File: src/rtl/slp_pkg.sv
package slp_pkg;
    typedef enum logic [1:0] {
        ST_RUN   = 2'd0,
        ST_SLEEP = 2'd1,
        ST_WAKE  = 2'd2
    } slp_state_e;

    typedef struct packed {
        slp_state_e state;
        logic       osc_en;
        logic       wdt_clr;
        logic       pd;
        logic       to;
        logic       branch;
    } slp_regs_t;
endpackage

File: src/rtl/slp_wake_detect.sv
module slp_wake_detect #(
    parameter int          N          = 4,
    parameter logic [N-1:0] ASYNC_MASK = 4'b0101
) (
    input  logic [N-1:0] irq_flag_i,
    input  logic [N-1:0] irq_en_i,
    output logic         pend_any_o,
    output logic         wake_irq_o
);
    logic [N-1:0] run_hit;
    logic [N-1:0] slp_hit;

    for (genvar i = 0; i < N; i++) begin : g_src
        assign run_hit[i] = irq_flag_i[i] & irq_en_i[i];
        if (ASYNC_MASK[i]) begin : g_async
            assign slp_hit[i] = run_hit[i];
        end else begin : g_sync
            assign slp_hit[i] = 1'b0;
        end
    end

    assign pend_any_o = |run_hit;
    assign wake_irq_o = |slp_hit;
endmodule

File: src/rtl/slp_resume_seq.sv
module slp_resume_seq (
    input  logic clk,
    input  logic rst_n,
    input  logic go_i,
    input  logic branch_i,
    input  logic kill_i,
    output logic resume_o,
    output logic vector_o
);
    logic resume_d, resume_q;
    logic vector_d, vector_q;

    always_comb begin
        resume_d = go_i & ~kill_i;
        vector_d = resume_q & branch_i & ~kill_i;
    end

    always_ff @(posedge clk or negedge rst_n) begin
        if (!rst_n) begin
            resume_q <= 1'b0;
            vector_q <= 1'b0;
        end else begin
            resume_q <= resume_d;
            vector_q <= vector_d;
        end
    end

    assign resume_o = resume_q;
    assign vector_o = vector_q;
endmodule

File: src/rtl/slp_ctrl.sv
module slp_ctrl
    import slp_pkg::*;
#(
    parameter int           N          = 4,
    parameter logic [N-1:0] ASYNC_MASK = 4'b0101
) (
    input  logic         clk,
    input  logic         rst_n,
    input  logic         sleep_i,
    input  logic         ext_rst_i,
    input  logic         wdt_timeout_i,
    input  logic [N-1:0] irq_flag_i,
    input  logic [N-1:0] irq_en_i,
    input  logic         gie_i,
    output logic         osc_en_o,
    output logic         wdt_clr_o,
    output logic         pd_o,
    output logic         to_o,
    output logic         resume_o,
    output logic         vector_o
);
    slp_regs_t r_d, r_q;
    logic      pend_any;
    logic      wake_irq;
    logic      go;

    slp_wake_detect #(.N(N), .ASYNC_MASK(ASYNC_MASK)) u_detect (
        .irq_flag_i (irq_flag_i),
        .irq_en_i   (irq_en_i),
        .pend_any_o (pend_any),
        .wake_irq_o (wake_irq)
    );

    always_comb begin
        r_d         = r_q;
        r_d.wdt_clr = 1'b0;
        go          = 1'b0;
        if (ext_rst_i) begin
            r_d.state  = ST_RUN;
            r_d.osc_en = 1'b1;
        end else begin
            case (r_q.state)
                ST_RUN: begin
                    if (sleep_i && !pend_any) begin
                        r_d.state   = ST_SLEEP;
                        r_d.osc_en  = 1'b0;
                        r_d.wdt_clr = 1'b1;
                        r_d.pd      = 1'b0;
                        r_d.to      = 1'b1;
                    end
                end
                ST_SLEEP: begin
                    if (wake_irq || wdt_timeout_i) begin
                        r_d.state  = ST_WAKE;
                        r_d.osc_en = 1'b1;
                        r_d.branch = wake_irq & gie_i;
                        if (wdt_timeout_i) begin
                            r_d.to = 1'b0;
                        end
                    end
                end
                ST_WAKE: begin
                    r_d.state = ST_RUN;
                    go        = 1'b1;
                end
                default: begin
                    r_d.state = ST_RUN;
                end
            endcase
        end
    end

    always_ff @(posedge clk or negedge rst_n) begin
        if (!rst_n) begin
            r_q <= '{state: ST_RUN, osc_en: 1'b1, wdt_clr: 1'b0,
                     pd: 1'b1, to: 1'b1, branch: 1'b0};
        end else begin
            r_q <= r_d;
        end
    end

    slp_resume_seq u_seq (
        .clk      (clk),
        .rst_n    (rst_n),
        .go_i     (go),
        .branch_i (r_q.branch),
        .kill_i   (ext_rst_i),
        .resume_o (resume_o),
        .vector_o (vector_o)
    );

    assign osc_en_o  = r_q.osc_en;
    assign wdt_clr_o = r_q.wdt_clr;
    assign pd_o      = r_q.pd;
    assign to_o      = r_q.to;
endmodule

File: config.mk
export PLATFORM = sky130hd
export DESIGN_NAME = slp_ctrl
export DESIGN_NICKNAME = d
export VERILOG_FILES = /design/src/rtl/slp_pkg.sv /design/src/rtl/slp_wake_detect.sv /design/src/rtl/slp_resume_seq.sv /design/src/rtl/slp_ctrl.sv
export SDC_FILE = /design/constraint.sdc
export NUM_CORES = 1
export LEC_CHECK = 0
export BUFFER_PORTS_ARGS = -buffer_cell sky130_fd_sc_hd__buf_2
export CAP_MARGIN = 20
export CELL_PAD_IN_SITES_DETAIL_PLACEMENT = 1
export CELL_PAD_IN_SITES_GLOBAL_PLACEMENT = 2
export CORE_MARGIN = 2
export CORE_UTILIZATION = 28
export CTS_BUF_LIST = sky130_fd_sc_hd__clkbuf_2
export DETAILED_ROUTE_END_ITERATION = 10
export HOLD_SLACK_MARGIN = 0.05
export PLACE_DENSITY = 0.94
export SLEW_MARGIN = 20
export SYNTH_ARGS = -nofsm -noshare
export SYNTH_HDL_FRONTEND = slang
export SYNTH_SLANG_ARGS = --single-unit
File: constraint.sdc
create_clock -name clk -period 2.2 [get_ports clk]
set_input_delay 0.11 -clock clk [delete_from_list [all_inputs] [get_ports clk]]
set_output_delay 0.11 -clock clk [all_outputs]
set_load 0.02 [all_outputs]
==> results.py <==
metrics = {
    "run_status": {
        "status": "finished, final reports clean",
    },
    "die": {
        "die_w_um": 40.86,
        "start_util": 0.2960,
        "row_count": 13,
        "dieArea_mm2": 0.001669,
        "die_h_um": 40.86,
        "ios": 20,
        "core_area_mm2": 0.001285,
    },
    "timing": {
        "post-route-period-util": 0.6003,
        "slew_viol_final": 0,
        "fin_tns_setup_ns": 0,
        "skew_ns": 0.002545,
        "tightest_slew_ns": 0.4728,
        "maxSlewHeadroom": 0.6841,
        "finalCriticalPeriod_ns": 1.321,
        "rsz0062_at_grt": "false",
        "setup_violations": 0,
        "hold_viol": 0,
        "max_freq_ghz": 0.7572,
    },
    "global_route": {
        "antenna_found_initial": 0,
        "grt_max_degree": 10,
        "track_usage": 0.1186,
        "gr-total-overflow": 0,
        "grt_pass1_vias": 303,
        "grt_first_pass_wirelength_mm": 1.214,
    },
    "logic_synthesis": {
        "yosys_warnings": 0,
        "synthMuxAreaShare": 0,
        "syn_avg_cell_area_um2": 12.27,
        "yosys.area_share.simple": 0.2566,
        "synth_compound_area_frac": 0.1217,
        "synthAdderAreaFrac": 0,
        "syn_area_um2": 380.4,
        "ys_ff_latch": 9,
        "syn_inst": 31,
        "synth_xor_area_frac": 0,
        "seq_area_frac_synth": 0.6020,
        "synthDistinctLibCells": 18,
        "synth_top_family_by_area": "simple AND/OR/NAND/NOR gates",
        "synth_nets": 45,
    },
    "clock_network": {
        "clk-insertion-delay-late_ns": 0.25,
        "cts.sinks": 9,
        "cts_resized": 0,
        "post_cts.repair.setup_buffers": 0,
        "cts-root-buf": "clkbuf_2",
        "cts_tree": "built",
        "numCtsBuffers": 3,
        "clk_pin_slew_ns": 0.09,
        "hold_buffers": 1,
        "clockBufferDepth": 2,
        "htree_levels": 1,
    },
    "worst_hold_path": {
        "hold_path_class": "in -> reg",
        "worstHoldStart": "ext_rst_i",
    },
    "worst_setup_path": {
        "cp.required_ns": 2.40,
        "rr_startpoint": "r_q[6]",
        "setup.worst_path.start": "r_q[6]",
        "crit_type": "reg -> reg",
        "cp.arrival_ns": 1.52,
        "start_kind": "flip-flop",
        "r2r_cells": 3,
        "reg2reg_slack_ns": 0.88,
        "r2r-end": "to_o",
        "endpoint": "to_o",
        "path_max_fanout": 4,
        "end_kind": "flip-flop",
    },
    "detailed_routing": {
        "dr.first_iter.drc_count": 3,
        "viasPerCell": 4.657,
        "wl_um": 843,
        "met3_wirelength_um": 63,
        "wl_met2_um": 398,
        "highest_layer": "met4",
        "wl_per_cell_um": 12.04,
        "wirelength_met1_um": 366,
        "ant_nets": 0,
        "vias": 326,
        "drtPass1Iterations": 2,
        "drc": 0,
    },
    "pwr": {
        "p_per_area_mw_per_mm2": 696.5,
        "leakagePower_nw": 0.2715,
        "ir_drop_mv": 0.2344,
    },
    "placement": {
        "port_buffers": 19,
        "finalWeightedCongestion": 0.7787,
        "dp.cells": 65,
        "hpwl_um": 680.5,
    },
    "finish": {
        "area_delta_synth_final_pct": 37.83,
        "drive_gt1_frac": 0.5091,
        "nets": 70,
        "n_antenna_cell": 0,
        "stdcell_count": 70,
    },
    "job": {
        "cap_viol_max_count": 0,
    },
}
[cell usage after synthesis]
master,number,area (um^2)
dfrtp_1,6,150.1
dfstp_2,3,78.83
a22o_1,2,17.52
inv_1,2,7.510
nand2_1,2,7.510
nor2b_1,2,12.51
nor3_1,2,10.01
nor3b_1,2,15.01
a21o_1,1,7.510
and2b_1,1,7.510
nand3_1,1,5.000
nor2_1,1,3.750
nor3_4,1,16.27
nor4_1,1,6.260
o21a_1,1,7.510
o21ai_0,1,5.000
o2bb2ai_1,1,8.760
or4b_4,1,13.76
[cells by family (layout without fill, tap and decap cells)]
group	after synthesis	in the layout
buffers and inverters	2	26
AOI/OAI and AO/OA	6	6
DFF	9	9
and+or+nand+nor	14	14
[state kept, by name, indices dropped and copies added, names as in the netlist]
| register | cells |
|---|---|
| wdt_clr_o | 1 |
| pd_o | 1 |
| osc_en_o | 1 |
| to_o | 1 |
| u_seq.vector_o | 1 |
| u_seq.resume_o | 1 |
| r_q | 3 |
[worst min-delay path by stage]
stage / end / slack [ns] / cells after the start
after floorplan: r_q[0] / -0.19 / 0
after global placement: u_seq.resume_o / -0.03 / 1
after detailed placement: u_seq.vector_o / -0.03 / 1
after CTS: u_seq.vector_o / 0.08 / 2
after global routing: u_seq.vector_o / 0.08 / 2
final: u_seq.vector_o / 0.09 / 2
[power by group]
part           internal (mW)  total, mW  switching, mW
Combinational         0.0288     0.0632         0.0344
Sequential             0.186      0.194        0.00837
Clock                 0.0483      0.108         0.0594
[placed cells by master (no fill, tap or decap)]
cell and instances:
nor4_1 1, nor3b_1 2, and2b_1 1, a21o_1 1
nor3_1 2, dlygate4sd3_1 1, dfstp_2 3, nor2_1 1
o21ai_0 1, clkbuf_2 4, dfrtp_1 6, a22o_1 2
o21a_1 1, nor3_4 1, or4b_4 1, buf_2 19
nor2b_1 2, inv_1 2, nand2_1 2, nand3_1 1
o2bb2ai_1 1
[worst max-delay path: stages, from the launching register on]
cell and delay (ns):
dfrtp_1 0.41, or4b_4 0.55, nor3_4 0.19, a21o_1 0.11
[layer usage]
metal  global-route usage  vias up
li1                     -      158
met1               0.1296      148
met2               0.1875       18
met3              0.04891        2
met4              0.07500        0
met5                    0        -
[stage by stage]
stage	worst slack, ns	hold slack (ns)	utilization	area [um^2]	total power, mW
final	0.8793	0.08815	0.4080	524.3	0.3651
after global routing	0.8439	0.08467	0.4080	524.3	0.3870
after CTS	0.8732	0.07739	0.4080	524.3	0.3713
after detailed placement	0.8913	-0.02848	0.3846	494.2	0.2609
after global placement	0.9245	-0.03170	0.3846	494.2	0.2589
after floorplan	0.9795	-0.1856	-	380.4	0.2313
[cell type report]
type	count	area, um^2
Clock buffer	4	20.02
Fill cell	153	760.7
Inverter	2	7.507
Multi-Input combinational cell	20	143.9
Sequential cell	9	229.0
Tap cell	15	18.77
Timing Repair Buffer	20	105.1
Note: power is estimated with default switching activity, not from simulation.
